## config.mk

```make
export PLATFORM = sky130hd
export DESIGN_NAME = i2c_byte_master
export DESIGN_NICKNAME = d
export VERILOG_FILES = /design/src/rtl/i2c_bm_pkg.sv /design/src/rtl/i2c_bm_quarter.sv /design/src/rtl/i2c_bm_shreg.sv /design/src/rtl/i2c_byte_master.sv
export SDC_FILE = /design/constraint.sdc
export NUM_CORES = 1
export LEC_CHECK = 0
export CAP_MARGIN = 0
export CORE_AREA = 2 2 106 108
export CTS_CLUSTER_SIZE = 12
export DETAILED_ROUTE_END_ITERATION = 7
export DIE_AREA = 0 0 108 110
export PLACE_DENSITY = 0.79
export SLEW_MARGIN = 20
export SYNTH_ARGS = -nofsm -noshare
export SYNTH_HDL_FRONTEND = slang
export SYNTH_SLANG_ARGS = --single-unit
export TNS_END_PERCENT = 100
```

## constraint.sdc

```tcl
create_clock -name clk -period 6.8 [get_ports clk]
set_input_delay 1.36 -clock clk [delete_from_list [all_inputs] [get_ports clk]]
set_output_delay 1.36 -clock clk [all_outputs]
set_load 0.005 [all_outputs]
```

## src/rtl/i2c_bm_pkg.sv

```systemverilog
package i2c_bm_pkg;
  typedef enum logic [2:0] {ST_IDLE, ST_START, ST_BYTE, ST_STOP, ST_HOLD} eng_state_t;

  localparam logic [1:0] SEL_CTRL = 2'd0;
  localparam logic [1:0] SEL_DATA = 2'd1;
  localparam logic [1:0] SEL_DIV  = 2'd2;
  localparam logic [1:0] SEL_PS   = 2'd3;

  localparam int CB_CLR = 0;
  localparam int CB_STA = 1;
  localparam int CB_STO = 2;
  localparam int CB_ACK = 3;
  localparam int CB_EN  = 4;

  // event codes, status bits 7:3
  localparam logic [4:0] EV_START   = 5'h01;
  localparam logic [4:0] EV_RSTART  = 5'h02;
  localparam logic [4:0] EV_AW_ACK  = 5'h03;
  localparam logic [4:0] EV_AW_NACK = 5'h04;
  localparam logic [4:0] EV_DW_ACK  = 5'h05;
  localparam logic [4:0] EV_DW_NACK = 5'h06;
  localparam logic [4:0] EV_ARB     = 5'h07;
  localparam logic [4:0] EV_AR_ACK  = 5'h08;
  localparam logic [4:0] EV_AR_NACK = 5'h09;
  localparam logic [4:0] EV_DR_ACK  = 5'h0A;
  localparam logic [4:0] EV_DR_NACK = 5'h0B;
  localparam logic [4:0] EV_NONE    = 5'h1F;
endpackage

```

## src/rtl/i2c_bm_quarter.sv

```systemverilog
module i2c_bm_quarter #(
  parameter int DIV_W = 8,
  parameter int PS_W  = 2
) (
  input  logic             clk,
  input  logic             rst,
  input  logic             run,
  input  logic             hold,
  input  logic [DIV_W-1:0] div,
  input  logic [PS_W-1:0]  ps,
  output logic [1:0]       q,
  output logic             q_end
);
  localparam int MAX_SH = 2 * ((1 << PS_W) - 1);
  localparam int HALF_W = DIV_W + MAX_SH + 1;

  logic [HALF_W-1:0] half, lo, hi, len, cnt;

  always_comb begin
    half  = HALF_W'(8) + (HALF_W'(div) << {ps, 1'b0});
    lo    = half >> 1;
    hi    = half - lo;
    len   = q[0] ? hi : lo;
    q_end = run && !hold && (cnt == len - HALF_W'(1));
  end

  always_ff @(posedge clk) begin
    if (rst || !run) begin
      cnt <= '0;
      q   <= 2'd0;
    end else if (!hold) begin
      if (q_end) begin
        cnt <= '0;
        q   <= q + 2'd1;
      end else begin
        cnt <= cnt + HALF_W'(1);
      end
    end
  end
endmodule

```

## src/rtl/i2c_bm_shreg.sv

```systemverilog
module i2c_bm_shreg #(
  parameter int W = 8
) (
  input  logic         clk,
  input  logic         rst,
  input  logic         load,
  input  logic [W-1:0] load_val,
  input  logic         shift,
  input  logic         sin,
  output logic [W-1:0] val
);
  always_ff @(posedge clk) begin
    if (rst)        val <= '0;
    else if (load)  val <= load_val;
    else if (shift) val <= {val[W-2:0], sin};
  end
endmodule

```

## src/rtl/i2c_byte_master.sv

```systemverilog
module i2c_byte_master
  import i2c_bm_pkg::*;
#(
  parameter int DIV_W = 8,
  parameter int PS_W  = 2
) (
  input  logic       clk,
  input  logic       rst,
  input  logic       wr_en,
  input  logic [1:0] wr_sel,
  input  logic [7:0] wr_data,
  output logic [7:0] status_o,
  output logic [7:0] data_o,
  output logic       evt_o,
  output logic       stop_busy_o,
  input  logic       scl_i,
  input  logic       sda_i,
  output logic       scl_oe_o,
  output logic       sda_oe_o
);
  localparam int BITS = 8;
  localparam int BC_W = $clog2(BITS + 1);

  eng_state_t        state;
  logic [DIV_W-1:0]  div_q;
  logic [PS_W-1:0]   ps_q;
  logic [7:0]        dreg;
  logic [4:0]        code_q;
  logic              evt_q, owned_q, rx_mode_q, first_q, rd_q, ack_en_q, ack_s;
  logic              scl_oe_q, sda_oe_q;
  logic [BC_W-1:0]   bitcnt;

  logic       ctrl_wr, go, run, hold, q_end, tx_now, sample, lost;
  logic [1:0] q;
  logic [BITS-1:0] sh_val;

  always_comb begin
    ctrl_wr = wr_en && (wr_sel == SEL_CTRL);
    go      = ctrl_wr && wr_data[CB_CLR] && wr_data[CB_EN] &&
              (state == ST_IDLE || state == ST_HOLD);
    run     = (state == ST_START) || (state == ST_BYTE) || (state == ST_STOP);
    hold    = (q == 2'd1) && !scl_oe_q && !scl_i;
    tx_now  = first_q || !rx_mode_q;
    sample  = (state == ST_BYTE) && q_end && (q == 2'd1);
    lost    = sample && (bitcnt < BC_W'(BITS)) && tx_now && !sda_oe_q && !sda_i;
  end

  i2c_bm_quarter #(.DIV_W(DIV_W), .PS_W(PS_W)) u_quarter (
    .clk(clk), .rst(rst), .run(run), .hold(hold),
    .div(div_q), .ps(ps_q), .q(q), .q_end(q_end)
  );

  i2c_bm_shreg #(.W(BITS)) u_shreg (
    .clk(clk), .rst(rst),
    .load(go && state == ST_HOLD), .load_val(dreg),
    .shift(sample && bitcnt < BC_W'(BITS)), .sin(sda_i),
    .val(sh_val)
  );

  always_ff @(posedge clk) begin
    if (rst) begin
      state     <= ST_IDLE;
      div_q     <= '0;
      ps_q      <= '0;
      dreg      <= '0;
      code_q    <= EV_NONE;
      evt_q     <= 1'b0;
      owned_q   <= 1'b0;
      rx_mode_q <= 1'b0;
      first_q   <= 1'b0;
      rd_q      <= 1'b0;
      ack_en_q  <= 1'b0;
      ack_s     <= 1'b1;
      scl_oe_q  <= 1'b0;
      sda_oe_q  <= 1'b0;
      bitcnt    <= '0;
    end else begin
      if (wr_en && wr_sel == SEL_DIV)  div_q <= wr_data[DIV_W-1:0];
      if (wr_en && wr_sel == SEL_PS)   ps_q  <= wr_data[PS_W-1:0];
      if (wr_en && wr_sel == SEL_DATA) dreg  <= wr_data;
      if (ctrl_wr) ack_en_q <= wr_data[CB_ACK];

      if (ctrl_wr && !wr_data[CB_EN]) begin
        state    <= ST_IDLE;
        scl_oe_q <= 1'b0;
        sda_oe_q <= 1'b0;
        evt_q    <= 1'b0;
        owned_q  <= 1'b0;
        code_q   <= EV_NONE;
      end else if (go) begin
        evt_q <= 1'b0;
        if (wr_data[CB_STO]) begin
          if (owned_q) begin
            state    <= ST_STOP;
            sda_oe_q <= 1'b1;
          end
        end else if (wr_data[CB_STA]) begin
          state    <= ST_START;
          sda_oe_q <= 1'b0;
        end else if (state == ST_HOLD) begin
          state    <= ST_BYTE;
          bitcnt   <= '0;
          sda_oe_q <= tx_now ? ~dreg[BITS-1] : 1'b0;
          if (first_q) rd_q <= dreg[0];
        end
      end else if (q_end) begin
        unique case (state)
          ST_START: begin
            unique case (q)
              2'd0: scl_oe_q <= 1'b0;
              2'd1: sda_oe_q <= 1'b1;
              2'd2: scl_oe_q <= 1'b1;
              default: begin
                state     <= ST_HOLD;
                evt_q     <= 1'b1;
                code_q    <= owned_q ? EV_RSTART : EV_START;
                owned_q   <= 1'b1;
                first_q   <= 1'b1;
                rx_mode_q <= 1'b0;
              end
            endcase
          end
          ST_BYTE: begin
            unique case (q)
              2'd0: scl_oe_q <= 1'b0;
              2'd1: begin
                if (lost) begin
                  state    <= ST_IDLE;
                  scl_oe_q <= 1'b0;
                  sda_oe_q <= 1'b0;
                  owned_q  <= 1'b0;
                  first_q  <= 1'b0;
                  evt_q    <= 1'b1;
                  code_q   <= EV_ARB;
                end else if (bitcnt == BC_W'(BITS)) begin
                  ack_s <= sda_i;
                end
              end
              2'd2: scl_oe_q <= 1'b1;
              default: begin
                if (bitcnt < BC_W'(BITS - 1)) begin
                  bitcnt   <= bitcnt + BC_W'(1);
                  sda_oe_q <= tx_now ? ~sh_val[BITS-1] : 1'b0;
                end else if (bitcnt == BC_W'(BITS - 1)) begin
                  bitcnt   <= BC_W'(BITS);
                  sda_oe_q <= tx_now ? 1'b0 : ack_en_q;
                  if (!tx_now) dreg <= sh_val;
                end else begin
                  state    <= ST_HOLD;
                  evt_q    <= 1'b1;
                  sda_oe_q <= 1'b0;
                  first_q  <= 1'b0;
                  if (first_q) begin
                    rx_mode_q <= rd_q && !ack_s;
                    if (rd_q) code_q <= ack_s ? EV_AR_NACK : EV_AR_ACK;
                    else      code_q <= ack_s ? EV_AW_NACK : EV_AW_ACK;
                  end else if (rx_mode_q) begin
                    code_q <= ack_s ? EV_DR_NACK : EV_DR_ACK;
                  end else begin
                    code_q <= ack_s ? EV_DW_NACK : EV_DW_ACK;
                  end
                end
              end
            endcase
          end
          ST_STOP: begin
            unique case (q)
              2'd0: scl_oe_q <= 1'b0;
              2'd1: sda_oe_q <= 1'b0;
              default: begin
                state   <= ST_IDLE;
                owned_q <= 1'b0;
              end
            endcase
          end
          default: ;
        endcase
      end
    end
  end

  always_comb begin
    status_o    = {evt_q ? code_q : EV_NONE, 3'(ps_q)};
    data_o      = dreg;
    evt_o       = evt_q;
    stop_busy_o = (state == ST_STOP);
    scl_oe_o    = scl_oe_q;
    sda_oe_o    = sda_oe_q;
  end
endmodule

```

# After elaboration in Yosys (flattened, before gate mapping)
# Cells that the tools add are included.
totals:
  regBits: 64
  input_bits: 15
  output_inout_bits: 20
  word_cells: 226
op_classes:
  addsub: 6
  order_cmp: 2
  n_eq_ne: 41
  shift: 1
  mux: 89
  bitwise: 8
  reduce_logical: 61
ops:
  columns: ["operator", "count"]
  rows:
  - ["$mux W8", 11]
  - ["$mux W4", 11]
  - ["$mux W3", 12]
  - ["$mux W1", 30]
  - ["$mux W15", 2]
  - ["$mux W5", 6]
  - ["$reduce_and A7 Y1", 4]
  - ["$reduce_and A8 Y1", 3]
  - ["$logic_and A1 B1 Y1", 20]
  - ["$ne A2 B2 Y1 const B", 10]
  - ["$pmux W5 S2", 2]
  - ["$ne A3 B3 Y1 const B", 6]
  - ["$reduce_and A9 Y1", 2]
  - ["$add A15 B1 Y15 const B", 1]
  - ["$add A4 B15 Y15 const A", 1]
  - ["$eq A15 B15 Y1", 1]
  - ["$shl A8 B3 Y15", 1]
  - ["$sub A15 B1 Y15 const B", 1]
  - ["$sub A15 B14 Y15", 1]
  - ["$pmux W1 S2", 7]
  - ["$ne A4 B4 Y1 const B", 3]
  - ["$pmux W1 S3", 4]
  - ["$reduce_and A10 Y1", 1]
  - ["$logic_not A1 Y1", 9]
  - ["other kinds (30)", 59]

# Longest topological paths before layout
logic_depth:
  word_depth: 18
  mapped_depth: 29
  mapped_depth_nobuf: 23

# Modules after synthesis
# From an unflattened synthesis, not the netlist that was laid out.
unflattened:
  cells_unflattened: 722
  hier_area_um2: 6010.8
modules_own_cells:
  columns: ["module", "n_inst", "cells_each", "area_per_inst_um2", "seq_area_each_um2"]
  rows:
  - ["i2c_bm_quarter", 1, 411, 3275.6, 340.3]
  - ["i2c_byte_master", 1, 276, 2366.0, 780.7]
  - ["i2c_bm_shreg", 1, 35, 369.1, 160.2]

# Least setup slack after synthesis
# No wires, ideal clock.
synth_path:
  kind: "flip-flop to flip-flop"
  from: "register ps_q[1]"
  to: "register u_shreg.val[7]"
  setup_time_ps: 74
  t_arrival_ps: 6117
  t_required_ps: 6726
  setup_slack_ps: 609
  path_stages_with_launch: 27
  path_buffers: 6
  synth_period_minus_slack_ps: 6191
  path_cell_list: "dfxtp_1 -> buf_6 -> buf_6 -> buf_4 -> clkbuf_1 -> nor2_1 -> ha_1 -> clkbuf_1 -> nor2b_1 -> a21oi_2 -> nand2_1 -> ha_1 -> nor2b_1 -> and4_1 -> a2111oi_2 -> o22ai_1 -> a211o_1 -> mux2_2 -> xnor2_2 -> or2_4 -> o41a_1 -> a211o_1 -> a21boi_4 -> o211ai_2 -> buf_6 -> or4_1 -> a31oi_1"
synth_via:
  elab_chain_cells: 11
synth_lines:
  columns: ["element", "line", "text"]
  rows:
  - ["start, declared", "i2c_byte_master.sv:26", "logic [PS_W-1:0] ps_q;"]
  - ["start signal, assigned", "i2c_byte_master.sv:79", "if (wr_en && wr_sel == SEL_PS) ps_q <= wr_data[PS_W-1:0];"]
  - ["$shl A8 B3 Y15 *", "i2c_bm_quarter.sv:20", "half = HALF_W'(8) + (HALF_W'(div) << {ps, 1'b0});"]
  - ["$add A4 B15 Y15 *", "i2c_bm_quarter.sv:20", null]
  - ["$sub A15 B14 Y15", "i2c_bm_quarter.sv:22", "hi = half - lo;"]
  - ["$mux W15 *", "i2c_bm_quarter.sv:23", "len = q[0] ? hi : lo;"]
  - ["$sub A15 B1 Y15 *", "i2c_bm_quarter.sv:24", "q_end = run && !hold && (cnt == len - HALF_W'(1));"]
  - ["$eq A15 B15 Y1 *", "i2c_bm_quarter.sv:24", null]
  - ["$logic_and A1 B1 Y1 *", "i2c_bm_quarter.sv:24", null]
  - ["$logic_and A1 B1 Y1 * (2 in a row)", "i2c_byte_master.sv:44", "sample = (state == ST_BYTE) && q_end && (q == 2'd1);"]
  - ["$logic_and A1 B1 Y1 *", "i2c_byte_master.sv:56", ".shift(sample && bitcnt < BC_W'(BITS)), .sin(sda_i),"]
  - ["$reduce_bool A2 Y1 (no line) *", null, null]
  - ["end signal, assigned", "i2c_bm_shreg.sv:14", "else if (load) val <= load_val;"]
  - ["end signal, assigned", "i2c_bm_shreg.sv:15", "else if (shift) val <= {val[W-2:0], sin};"]
  - ["end, declared", "i2c_bm_shreg.sv:10", "output logic [W-1:0] val"]
# Mark *: on every way between the ends. The rest lies on a longest branch, timed or not.
# A chain may end at the register's enable or synchronous reset.

# Worst setup path in the final report
layout_path:
  from: "register ps_q[1]"
  to: "register first_q"
layout_via:
  elab_chain_cells: 15
layout_lines:
  columns: ["element", "line", "text"]
  rows:
  - ["$shl A8 B3 Y15 *", "i2c_bm_quarter.sv:20", null]
  - ["$add A4 B15 Y15 *", "i2c_bm_quarter.sv:20", null]
  - ["$sub A15 B14 Y15", "i2c_bm_quarter.sv:22", null]
  - ["$mux W15 *", "i2c_bm_quarter.sv:23", null]
  - ["$sub A15 B1 Y15 *", "i2c_bm_quarter.sv:24", null]
  - ["$eq A15 B15 Y1 *", "i2c_bm_quarter.sv:24", null]
  - ["$logic_and A1 B1 Y1 *", "i2c_bm_quarter.sv:24", null]
  - ["$logic_and A1 B1 Y1 (2 in a row)", "i2c_byte_master.sv:44", null]
  - ["$logic_and A1 B1 Y1 (4 in a row)", "i2c_byte_master.sv:45", "lost = sample && (bitcnt < BC_W'(BITS)) && tx_now && !sda_oe_q && !sda_i;"]
  - ["$ne A3 B3 Y1 (no line)", null, null]
  - ["$reduce_and A9 Y1 (no line) *", null, null]
  - ["end signal, assigned", "i2c_byte_master.sv:70", "first_q <= 1'b0;"]
  - ["end signal, assigned", "i2c_byte_master.sv:118", "first_q <= 1'b1;"]
  - ["end signal, assigned", "i2c_byte_master.sv:132", "first_q <= 1'b0;"]
  - ["end, declared", "i2c_byte_master.sv:29", "logic evt_q, owned_q, rx_mode_q, first_q, rd_q, ack_en_q, ack_s;"]
# Marks and branches as above.

==> run summary <==
## STA
* 38.8% — max_slew headroom
* 0 ns — sum of negative setup slack
* 6.38 ns — final worst path period need
* 0.425 ns — final worst slack
* 0.910 ns — slew at the pin closest to its max-slew limit
* 157 MHz — Max Clk Rate
* 0 — max-slew violation count
* 93.8% — final worst path period share
* 0.00775 ns — worst clock skew
* false — setup repair after global routing missed its margin
* 0 — final hold viol count
* 0 — final count of negative-setup-slack endpoints

## Clock network
* 0.07 ns — Clk pin slew, worst setup/hold paths
* 2 — maximum buffer depth of the clock tree
* 9 — number of buffers created by CTS
* 64 — TritonCTS Sinks
* 0 — Post-CTS Hold Buffers
* 0.35 ns — worst-skew pair later-pin latency
* 3 — CTS H-tree lvls
* yes — clock tree from TritonCTS
* sky130_fd_sc_hd__clkbuf_8 — clock tree root driver cell

## Synthesis
* 0% — async set or reset register ratio after synthesis
* 0 — YS warnings
* 810 — synthesized netlist cell count
* 64 — Seq cells post-synth
* sky130_fd_sc_hd__dfxtp_1 — main flop type after synthesis
* 20.2% — sequential element share of the synthesized area
* 0 — number of flops mapped to enable cells by yosys
* 101 — Yosys cell types
* 7.84 um2 — synthesized area per cell
* 0.00635 mm2 — Post-Syn Area
* 845 — number of nets produced by synthesis

## Route
* 519 — Initial DRC Count
* 17.8 um — routed length per placed instance
* 8 — first drt pass iteration count
* 6.55 — Avg Vias per Cell
* 1 — count of unresolved DRC violations after routing
* 17.1 mm — total wire length after detailed routing
* 0 — Antenna Nets Post-Route
* 6278 — Via Count

## Critical path
* 7.05 ns — required time at the endpoint of the critical path
* 6.62 ns — Crit path arrival time
* 0.49 ns — Crit path largest cell delay
* flip-flop — Crit. End Element
* sky130_fd_sc_hd__inv_1 — CP dominant cell by count
* flip-flop — kind of launch point of the worst setup path
* 4 — buffer and inverter count on the worst path
* compound AO/OA/AOI/OAI gates — category of cells accounting for the largest share of critical-path delay
* 0.42 ns — r2r setup slk
* reg2reg — critical path type
* 34 — largest fanout of any net on the critical path
* sky130_fd_sc_hd__or4_1 — slowest stage cell on the critical path

## Global routing
* 29.9% — overall routing resource usage
* 6140 — number of global-route vias before repair
* 39 — pin count of the biggest net entering global routing
* 0 — aggregate global routing overflow
* 0 — antenna violations before repair
* 29.1 mm — global-route wire length before repair

## Cells and area
* sky130_fd_sc_hd__nor2_1 — most frequent standard cell in the layout excluding fill and tap cells
* sky130_fd_sc_hd__nor2_1 (96), sky130_fd_sc_hd__dfxtp_1 (63), sky130_fd_sc_hd__a21oi_1 (42) — commonest cells after routing, fill and taps aside
* 64.7% — Util after Layout
* 11.0% — fraction of final layout cells sized beyond drive strength 1
* 970 — Layout fillers
* 0.00128 mm2 — register cell area after layout
* 0.00469 mm2 — combined area of the multi-input logic cells
* 850 — number of nets in the final layout
* 0.00692 mm2 — final cell area excluding filler cells
* 8.95% — post-synthesis to final-layout area growth
* 0 — ANT cells

## Outcome
* finished, violations left — result of the run
* DRC — violated checks

## Min path
* reg2reg — Worst Hold Class

## Placed design
* 33 — port buffer count
* 0.0403 ns — post-place setup slack
* 0.972 — placer's final routability congestion estimate
* 12.5 mm — hpwl dp
* 0.00666 mm2 — placement-stage cell area

## Die
* 0.0107 mm2 — core region area
* 59.4% — starting density of the core
* 108 um — Die Wd
* 35 — num ports
* 38 — floorplan row count
* 0.0119 mm2 — die area
* 110 um — die outline height

## Power and ir drop
* 916 uW — Total Power Consumption
* 0.00257 uW — cell leakage power
* 132 mW/mm2 — Pwr Density
* 0.101 mV — maximum VDD drop

## Flow run
* 0 — number of max-capacitance violations reported

## sequential cells by signal (all words and copies together) (netlist names)
name           flops
ps_q               2
rd_q               1
owned_q            1
div_q              8
bitcnt             4
ack_s              1
evt_o              1
data_o             8
state              3
u_quarter.cnt     15
u_quarter.q        2
scl_oe_o           1
ack_en_q           1
rx_mode_q          1
u_shreg.val        8
sda_oe_o           1
code_q             5
first_q            1
## power breakdown
| part | total [uW] | internal [uW] | switching (uW) |
|---|---|---|---|
| clock network | 344 | 198 | 146 |
| registers | 385 | 379 | 6.26 |
| logic | 186 | 77.3 | 109 |
## metal layers
metal  track usage, %  wire (um)  vias up
met1             35.7       7110     2977
met2             54.0       8550      236
met4             11.6        473        0
li1                 -          -     3017
met5                0          0        -
met3             4.70        937       48
## cell usage after synthesis, types with 4 or more instances
cell type | n | area [um2]
sky130_fd_sc_hd__o211ai_1 | 8 | 60.1
sky130_fd_sc_hd__and3_1 | 11 | 68.8
sky130_fd_sc_hd__or3_1 | 7 | 43.8
sky130_fd_sc_hd__mux2_2 | 8 | 90.1
sky130_fd_sc_hd__buf_6 | 5 | 56.3
sky130_fd_sc_hd__nor2_1 | 96 | 360
sky130_fd_sc_hd__o31ai_1 | 7 | 52.6
sky130_fd_sc_hd__buf_2 | 10 | 50.1
sky130_fd_sc_hd__a211oi_2 | 4 | 50.1
sky130_fd_sc_hd__a211oi_1 | 12 | 90.1
sky130_fd_sc_hd__nor3b_1 | 4 | 30.0
sky130_fd_sc_hd__nand2_1 | 40 | 150
sky130_fd_sc_hd__nand4_1 | 11 | 68.8
sky130_fd_sc_hd__or4_1 | 6 | 45.0
sky130_fd_sc_hd__a31oi_1 | 13 | 81.3
sky130_fd_sc_hd__or2_2 | 5 | 31.3
sky130_fd_sc_hd__mux2i_1 | 38 | 380
sky130_fd_sc_hd__a21o_1 | 11 | 82.6
sky130_fd_sc_hd__nand3_1 | 25 | 125
sky130_fd_sc_hd__buf_4 | 6 | 45.0
sky130_fd_sc_hd__a21oi_1 | 42 | 210
sky130_fd_sc_hd__nand2b_1 | 19 | 119
sky130_fd_sc_hd__o211a_1 | 5 | 50.1
sky130_fd_sc_hd__xnor2_1 | 36 | 315
sky130_fd_sc_hd__dfxtp_1 | 64 | 1280
sky130_fd_sc_hd__nor3_1 | 31 | 155
sky130_fd_sc_hd__xor2_1 | 15 | 131
sky130_fd_sc_hd__o31a_1 | 9 | 78.8
sky130_fd_sc_hd__o21ai_0 | 28 | 140
sky130_fd_sc_hd__nand3b_1 | 11 | 82.6
sky130_fd_sc_hd__nor2b_1 | 8 | 50.1
sky130_fd_sc_hd__nor4_1 | 10 | 62.6
sky130_fd_sc_hd__o41ai_1 | 16 | 140
sky130_fd_sc_hd__o221a_2 | 6 | 67.6
sky130_fd_sc_hd__clkbuf_1 | 28 | 105
sky130_fd_sc_hd__and2_1 | 9 | 56.3
sky130_fd_sc_hd__inv_1 | 33 | 124
sky130_fd_sc_hd__ha_1 | 19 | 238
## layout make-up
class | count | area share [%]
flip-flops and latches | 64 | 18.5
clock buffers | 13 | 2.44
repair buffers | 46 | 6.24
inverters | 36 | 1.95
well taps | 140 | 2.53
clock inverters | 2 | 0.543
multi-input cells | 658 | 67.8
## worst register-to-register path: stages, from the launching register on
cell and delay (ns):
sky130_fd_sc_hd__dfxtp_1 0.35, sky130_fd_sc_hd__buf_6 0.27, sky130_fd_sc_hd__inv_1 0.13, sky130_fd_sc_hd__a21o_1 0.18, sky130_fd_sc_hd__o21ai_0 0.10, sky130_fd_sc_hd__inv_1 0.08
sky130_fd_sc_hd__ha_2 0.25, sky130_fd_sc_hd__and4b_1 0.22, sky130_fd_sc_hd__a21oi_2 0.12, sky130_fd_sc_hd__nand2_1 0.23, sky130_fd_sc_hd__ha_1 0.42, sky130_fd_sc_hd__nor2b_1 0.15
sky130_fd_sc_hd__and4_1 0.22, sky130_fd_sc_hd__a211oi_1 0.31, sky130_fd_sc_hd__a21boi_0 0.21, sky130_fd_sc_hd__a211o_1 0.38, sky130_fd_sc_hd__mux2_2 0.32, sky130_fd_sc_hd__xnor2_2 0.18
sky130_fd_sc_hd__or2_4 0.30, sky130_fd_sc_hd__nor4_1 0.29, sky130_fd_sc_hd__mux2i_1 0.16, sky130_fd_sc_hd__a211oi_2 0.38, sky130_fd_sc_hd__o211ai_2 0.17, sky130_fd_sc_hd__buf_4 0.25
sky130_fd_sc_hd__or4_1 0.49, sky130_fd_sc_hd__o211a_1 0.13
## what timing repair did
| action | in CTS | in global routing |
|---|---|---|
| setup endpoints to repair | 1 | 41 |
| pin swaps | 0 | 2 |
| setup buffers | 0 | 3 |
| gates resized for setup | 1 | 5 |
## path summary, 6_finish.rpt
path,endpoint,startpoint,cells past startpoint
setup / recovery,first_q,ps_q[1],25
hold / removal,code_q[4],code_q[4],2
setup reg to reg,first_q,ps_q[1],25
hold reg to reg,code_q[4],code_q[4],2
## cell families after synthesis
family	Yosys count	share of synthesized area, %
flops	64	20.2
buf+inv	88	6.34
fa+ha+maj	20	4.06
compound gates	222	27.4
xor+xnor	53	7.72
simple gates	311	25.7
mux	50	8.45
other cells	2	0.118
## stage by stage
step,cells,hold slack (ns)
after floorplan,810,0.440
after global placement,941,0.456
after detailed placement,941,0.458
after CTS,956,0.470
after global routing,959,0.508
final,959,0.474
(Power assumes the default switching activity.)
